File: config.mk
export PLATFORM = sky130hd
export DESIGN_NAME = manchester_codec
export DESIGN_NICKNAME = d
export VERILOG_FILES = /design/src/rtl/mcodec_pkg.sv /design/src/rtl/mcodec_ctrl.sv /design/src/rtl/mcodec_dp.sv /design/src/rtl/manchester_codec.sv
export SDC_FILE = /design/constraint.sdc
export NUM_CORES = 1
export LEC_CHECK = 0
export BUFFER_PORTS_ARGS = -buffer_cell sky130_fd_sc_hd__buf_2
export CAP_MARGIN = 40
export CORE_ASPECT_RATIO = 1.4
export CORE_MARGIN = 1
export CORE_UTILIZATION = 35
export DETAILED_ROUTE_END_ITERATION = 8
export HOLD_SLACK_MARGIN = 0.03
export SYNTH_ARGS = -nofsm -noshare
export SYNTH_HDL_FRONTEND = slang
export SYNTH_SLANG_ARGS = --single-unit
File: constraint.sdc
create_clock -name clk -period 4.4 [get_ports clk]
set_input_delay 0.66 -clock clk [delete_from_list [all_inputs] [get_ports clk]]
set_output_delay 0.66 -clock clk [all_outputs]
set_load 0.02 [all_outputs]
File: src/rtl/mcodec_pkg.sv
package mcodec_pkg;

  // Timing strobes handed from the rate control to the datapath.
  typedef struct packed {
    logic halfEn;     // last clock of a half-cell
    logic firstHalf;  // current half-cell is the first of its bit cell
    logic nibEnd;     // last clock of a nibble period
  } cellStrobe_t;

endpackage

File: src/rtl/mcodec_ctrl.sv
module mcodec_ctrl
  import mcodec_pkg::*;
#(
  parameter int unsigned HALF_DIV = 4,
  parameter int unsigned NIB_W    = 4
) (
  input  logic        clk,
  input  logic        rstN,
  output cellStrobe_t strb
);

  localparam int unsigned SLOTS  = 2 * NIB_W;
  localparam int unsigned DIV_W  = (HALF_DIV > 1) ? $clog2(HALF_DIV) : 1;
  localparam int unsigned SLOT_W = $clog2(SLOTS);
  localparam bit          SLOT_POW2 = ((SLOTS & (SLOTS - 1)) == 0);

  logic [DIV_W-1:0]  divCnt;
  logic [SLOT_W-1:0] slotCnt;
  logic              halfEn;
  logic              lastSlot;

  assign halfEn   = (divCnt == DIV_W'(HALF_DIV - 1));
  assign lastSlot = (slotCnt == SLOT_W'(SLOTS - 1));

  // Half-cell divider
  always_ff @(posedge clk or negedge rstN) begin
    if (!rstN)       divCnt <= '0;
    else if (halfEn) divCnt <= '0;
    else             divCnt <= divCnt + 1'b1;
  end

  // Half-cell slot within the nibble period
  generate
    if (SLOT_POW2) begin : g_wrapNatural
      always_ff @(posedge clk or negedge rstN) begin
        if (!rstN)       slotCnt <= '0;
        else if (halfEn) slotCnt <= slotCnt + 1'b1;
      end
    end else begin : g_wrapExplicit
      always_ff @(posedge clk or negedge rstN) begin
        if (!rstN)                     slotCnt <= '0;
        else if (halfEn && lastSlot)   slotCnt <= '0;
        else if (halfEn)               slotCnt <= slotCnt + 1'b1;
      end
    end
  endgenerate

  assign strb.halfEn    = halfEn;
  assign strb.firstHalf = ~slotCnt[0];
  assign strb.nibEnd    = halfEn & lastSlot;

  AST_HALF_GAP: assert property (@(posedge clk) disable iff (!rstN)
    (HALF_DIV > 1 && halfEn) |=> !halfEn);

endmodule

File: src/rtl/mcodec_dp.sv
module mcodec_dp
  import mcodec_pkg::*;
#(
  parameter int unsigned NIB_W = 4
) (
  input  logic             clk,
  input  logic             rstN,
  input  cellStrobe_t      strb,
  input  logic [NIB_W-1:0] txNibble,
  input  logic             txValid,
  output logic             txTake,
  output logic             txLine,
  input  logic             rxLine,
  output logic [NIB_W-1:0] rxNibble,
  output logic             rxStrobe,
  output logic             rxViolation
);

  // ---------------- transmit ----------------
  logic [NIB_W-1:0] txShift;
  logic             txAct;
  logic             cellEnd;

  assign cellEnd = strb.halfEn & ~strb.firstHalf;
  assign txTake  = strb.nibEnd & txValid;

  always_ff @(posedge clk or negedge rstN) begin
    if (!rstN) begin
      txShift <= '0;
      txAct   <= 1'b0;
    end else if (strb.nibEnd) begin
      txAct   <= txValid;
      txShift <= txValid ? txNibble : '0;
    end else if (cellEnd) begin
      txShift <= txShift >> 1;
    end
  end

  // Data 1: low then high; data 0: high then low
  assign txLine = txAct & (strb.firstHalf ? ~txShift[0] : txShift[0]);

  AST_IDLE_AFTER_GAP: assert property (@(posedge clk) disable iff (!rstN)
    (strb.nibEnd && !txValid) |=> !txLine);
  AST_LINE_HOLD: assert property (@(posedge clk) disable iff (!rstN)
    !strb.halfEn |=> $stable(txLine));
  AST_MID_CELL_FLIP: assert property (@(posedge clk) disable iff (!rstN)
    (strb.halfEn && strb.firstHalf && txAct) |=> (txLine != $past(txLine)));

  // ---------------- receive ----------------
  logic             firstSample;
  logic [NIB_W-1:0] rxAcc;
  logic             violSeen;
  logic             highSeen;
  logic             cellBad;
  logic             nibBad;
  logic             nibIdle;
  logic [NIB_W-1:0] rxAsm;

  assign cellBad = (rxLine == firstSample);
  assign nibBad  = violSeen | cellBad;
  assign nibIdle = ~(highSeen | rxLine);
  assign rxAsm   = {rxLine, rxAcc[NIB_W-1:1]};

  always_ff @(posedge clk or negedge rstN) begin
    if (!rstN) begin
      firstSample <= 1'b0;
      rxAcc       <= '0;
      violSeen    <= 1'b0;
      highSeen    <= 1'b0;
      rxNibble    <= '0;
      rxStrobe    <= 1'b0;
      rxViolation <= 1'b0;
    end else begin
      rxStrobe    <= 1'b0;
      rxViolation <= 1'b0;
      if (strb.halfEn) begin
        highSeen <= highSeen | rxLine;
        if (strb.firstHalf) begin
          firstSample <= rxLine;
        end else begin
          rxAcc    <= rxAsm;
          violSeen <= violSeen | cellBad;
        end
      end
      if (strb.nibEnd) begin
        rxStrobe    <= ~nibBad;
        rxViolation <= nibBad & ~nibIdle;
        if (!nibBad) rxNibble <= rxAsm;
        violSeen    <= 1'b0;
        highSeen    <= 1'b0;
      end
    end
  end

  AST_RX_EXCL: assert property (@(posedge clk) disable iff (!rstN)
    $onehot0({rxStrobe, rxViolation}));
  AST_STROBE_PULSE: assert property (@(posedge clk) disable iff (!rstN)
    rxStrobe |=> !rxStrobe);
  AST_NIB_HOLD: assert property (@(posedge clk) disable iff (!rstN)
    (rxNibble != $past(rxNibble)) |-> rxStrobe);

endmodule

File: src/rtl/manchester_codec.sv
module manchester_codec
  import mcodec_pkg::*;
#(
  parameter int unsigned HALF_DIV = 4,
  parameter int unsigned NIB_W    = 4
) (
  input  logic             clk,
  input  logic             rstN,
  input  logic [NIB_W-1:0] txNibble,
  input  logic             txValid,
  output logic             txTake,
  output logic             txLine,
  input  logic             rxLine,
  output logic [NIB_W-1:0] rxNibble,
  output logic             rxStrobe,
  output logic             rxViolation
);

  cellStrobe_t strb;

  mcodec_ctrl #(.HALF_DIV(HALF_DIV), .NIB_W(NIB_W)) u_ctrl (
    .clk  (clk),
    .rstN (rstN),
    .strb (strb)
  );

  mcodec_dp #(.NIB_W(NIB_W)) u_dp (
    .clk         (clk),
    .rstN        (rstN),
    .strb        (strb),
    .txNibble    (txNibble),
    .txValid     (txValid),
    .txTake      (txTake),
    .txLine      (txLine),
    .rxLine      (rxLine),
    .rxNibble    (rxNibble),
    .rxStrobe    (rxStrobe),
    .rxViolation (rxViolation)
  );

endmodule

### Yosys cells after proc, flatten, opt, wreduce, memory -nomap -nowiden

Cells that the tools add are included.

* bits in registers: 23
* word-level logic and storage cells: 45
* output and inout port bits: 8
* bits of input ports: 8

* $add $sub $neg: 2
* mux-type cells: 12
* bitwise logic cells: 10
* equality and inequality tests: 3
* reductions and logical operators: 7

Operators by type and width (number)
* $mux W4: 3
* $mux W1: 8
* $reduce_and A2 Y1: 4
* $reduce_bool A2 Y1: 3
* $and A1 B1 Y1: 5
* $add A3 B1 Y3 const B: 1
* $eq A3 B3 Y1 const B: 1
* $not A1 Y1: 3
* $add A2 B1 Y2 const B: 1
* $eq A2 B2 Y1 const B: 1
* $mux W2: 1
* $or A1 B1 Y1: 2
* $eq A1 B1 Y1: 1

### Depth between registers and ports, before layout

* depth after elaboration: 5
* depth in mapped cells: 5
* gate-level depth less buffers: 5

### Hierarchy

Synthesis repeated with hierarchy kept, for this count alone.

* cell total of the unflattened synthesis: 71
* area total of the unflattened synthesis: 932.1 um^2

Modules (own cells, without submodules)
* mcodec_dp: area an instance 704.4 um^2, instances 1, seq. area each 425.4 um^2, cells an instance 55
* mcodec_ctrl: area an instance 227.7 um^2, instances 1, seq. area each 125.1 um^2, cells an instance 16

### Least setup slack after synthesis

OpenSTA, ideal clock, no wires.

* kind: flip-flop to output port
* start point: reg u_ctrl.slotCnt[0]
* end point: out txTake
* stages on the path, launching flop included: 4
* data required time: 3.740 ns
* path buffers: 0
* path slack: 2.595 ns
* arrival: 1.145 ns
* path through: dfrtp_1 -> ha_1 -> ha_1 -> and3_1

* word-level cells in the longest chain between the ends: 3

RTL lines
* from (decl): RTL line mcodec_ctrl.sv:18 `logic [SLOT_W-1:0] slotCnt;`
* from (signal assigned): RTL line mcodec_ctrl.sv:37 `else if (halfEn) slotCnt <= slotCnt + 1'b1;`
* $eq A3 B3 Y1: RTL line mcodec_ctrl.sv:23 `assign lastSlot = (slotCnt == SLOT_W'(SLOTS - 1));`
* $and A1 B1 Y1: RTL line mcodec_ctrl.sv:50 `assign strb.nibEnd = halfEn & lastSlot;`
* $and A1 B1 Y1: RTL line mcodec_dp.sv:25 `assign txTake = strb.nibEnd & txValid;`
* to (decl): RTL line manchester_codec.sv:11 `output logic txTake,`

No other way between the ends.

### Worst setup path after layout

Ends and elaborated chain as after synthesis.

==> metrics <==
Tightest Hold Check Type in -> async; pwr dens 304.7 nW/um^2; RSZ-0062 raised after global routing no; CTS tree done; crit path buf inv count 1; global-route wire length before repair 2559 um; DP Wirelength 1089 um; 1st-iter DRT viols 12; antenna diode count 0; Post-DP Area 1025 sq um; most common cell after layout, fill and taps aside dfrtp_1; Overflow after GRT 0; Post-Route WL 1433 um; dpl ws 2.411 ns; Reg2Reg Depth 5; number of buffers created by CTS 3; CP required 3.74 ns; drt first pass iters 3; Crit path top cell by count ha_1; Die Ht 62.40 um; full die area 2817 sq um; setup slack after layout 2.079 ns; slowest cell on the critical path dfrtp_1; worst IR drop on VDD 0.1379 mV; max-slew violation count 0; async set-reset flop share out of synthesis 100.0%; Max Root-Sink Buffers 2; effective utilization at floorplan 37.73%; synthesized flop and latch total 22; post-synthesis cell type count 22; mean post-synth cell area 13.22 sq um; slew margin rel. 67.34%; CP arrival 1.66 ns; Tmin final 2.321 ns; Max stage delay on crit path 0.49 ns; clk sinks 22; GP Congestion 0.7378; Final setup viols 0; FF-to-FF Start u_ctrl.slotCnt[0]; CTS clk-pin slew, worst paths 0.11 ns; post-cts sizing count 0; Mapped Cells 69; die width 45.15 um; Clk Latency, worst-skew pair 0.29 ns; critical path peak fanout 8; number of max-cap violations 0; Top FF cell, synth dfrtp_1; EDFF count, synth 0; gr usage total 12.22%; Vias 572; Final nets 99; fin util 43.32%; floorplan row count 21; # IOs 16; Post-route DRC 0; type of element capturing the critical path output pin; Slew @ Worst Pin 0.4898 ns; Detail Route Antenna Nets 0; Hold Buf Count CTS 0; YS warnings 0; setup TNS 0 ns; fin crit share 52.75%; CTS HTree Levels 1; post-layout instance area 1047 sq um; vias in the first global route 623; I/O Buffers 15; share of cells above drive strength 1 33.72%; initial antenna violation count 0; Seq/Total Area, Yosys 60.36%; CTS root buffer clkbuf_4; commonest non-fill, non-tap cells in the layout dfrtp_1, buf_2, mux2_2, a21oi_1, nand2_1; fmax 430.8 MHz; Post-CTS Setup Inserts 0; Worst R2R Setup Slack 2.47 ns; drt wl/cell 11.94 um; core footprint 2417 sq um; Worst R2R End u_dp.rxNibble[1]; Via density 4.767; Critical Path Start Type flop; Worst Clk Skew 0.001066 ns; Area growth, synth to finish 14.81%; status finished clean; crit path cell chain ha_1, ha_1, and3_1, buf_2; syn nets 80; final hold vios 0; delay-heaviest family, CP flip-flops; Post-Syn Area 912.1 sq um; largest net degree at the start of global routing 23; Pleak 0.5066 nW; Setup CP Type reg -> out
-- cell usage after synthesis (all sizes together) (2+ instances only) --
library cell | count | area share [%]
dfrtp | 22 | 60
mux2 | 10 | 12
a21oi | 7 | 3.8
nand2 | 5 | 2.1
o21ai | 4 | 2.2
and4 | 3 | 2.9
ha | 3 | 4.1
nor3 | 2 | 2.3
xnor2 | 2 | 1.9
-- worst max path at each step --
stage	end	start	cells after the start	slack [ns]
finish	txTake	u_ctrl.slotCnt[0]	4	2.08
global route	txTake	u_ctrl.slotCnt[0]	4	1.99
CTS	txTake	u_ctrl.slotCnt[0]	4	2.06
detailed placement	txTake	u_ctrl.slotCnt[0]	4	2.41
global placement	txTake	u_ctrl.slotCnt[0]	4	2.47
floorplan	txTake	u_ctrl.slotCnt[0]	3	2.59
-- worst register-to-register path: cells and delay by family (launching register included) --
kind	cells	cell delay [ns]
AND/OR/NAND/NOR	2	0.51
flip-flops	1	0.49
adder cells (fa/ha/maj)	2	0.44
multiplexers	1	0.38
-- report_power, final --
part | internal [W] | leakage, nW | total (W) | switching [W]
clock | 0.0000319 | 0.0138 | 0.0000852 | 0.0000533
sequential | 0.000208 | 0.274 | 0.000213 | 0.00000455
combinational | 0.00000928 | 0.219 | 0.0000214 | 0.0000121
-- final cells by class --
class                           instances  area [sq um]
Fill cell                             239          1370
Sequential cell                        22         550.5
Multi-Input combinational cell         46         356.6
Timing Repair Buffer                   15         75.07
Tap cell                               34         42.54
Clock buffer                            3         22.52
-- cells by family after synthesis --
group / share of synthesized area, %
xor+xnor: 2.881
flops: 60.36
simple gates: 11.25
fa+ha+maj: 4.116
buf+inv: 0.5482
mux: 12.35
compound gates: 8.504
-- registers in the layout, indices dropped and copies added, names as in the netlist --
| register | flops |
|---|---|
| u_dp.rxAcc | 3 |
| u_ctrl.slotCnt | 3 |
| u_dp.violSeen | 1 |
| u_dp.rxNibble | 4 |
| u_dp.rxStrobe | 1 |
| u_dp.txShift | 4 |
| u_dp.rxViolation | 1 |
| u_dp.highSeen | 1 |
| u_dp.firstSample | 1 |
| u_dp.txAct | 1 |
| u_ctrl.divCnt | 2 |
-- per-layer routing --
layer | track usage [%] | wire length, um | vias up
met1 | 13.83 | 639 | 282
met2 | 20.11 | 735 | 5
met4 | 7.955 | 21 | 0
li1 | - | - | 283
met5 | 0 | 0 | -
met3 | 2.023 | 37 | 2
-- metrics by stage --
stage,hold slack (ns),power [W],instances
after floorplan,0.3644,0.0002266,69
after global placement,0.4138,0.0002382,117
after detailed placement,0.4156,0.0002386,117
after CTS,0.3177,0.0003253,120
after global routing,0.3347,0.0003371,120
final,0.3030,0.0003191,120
No activity file was read; power rests on OpenSTA's default activity.
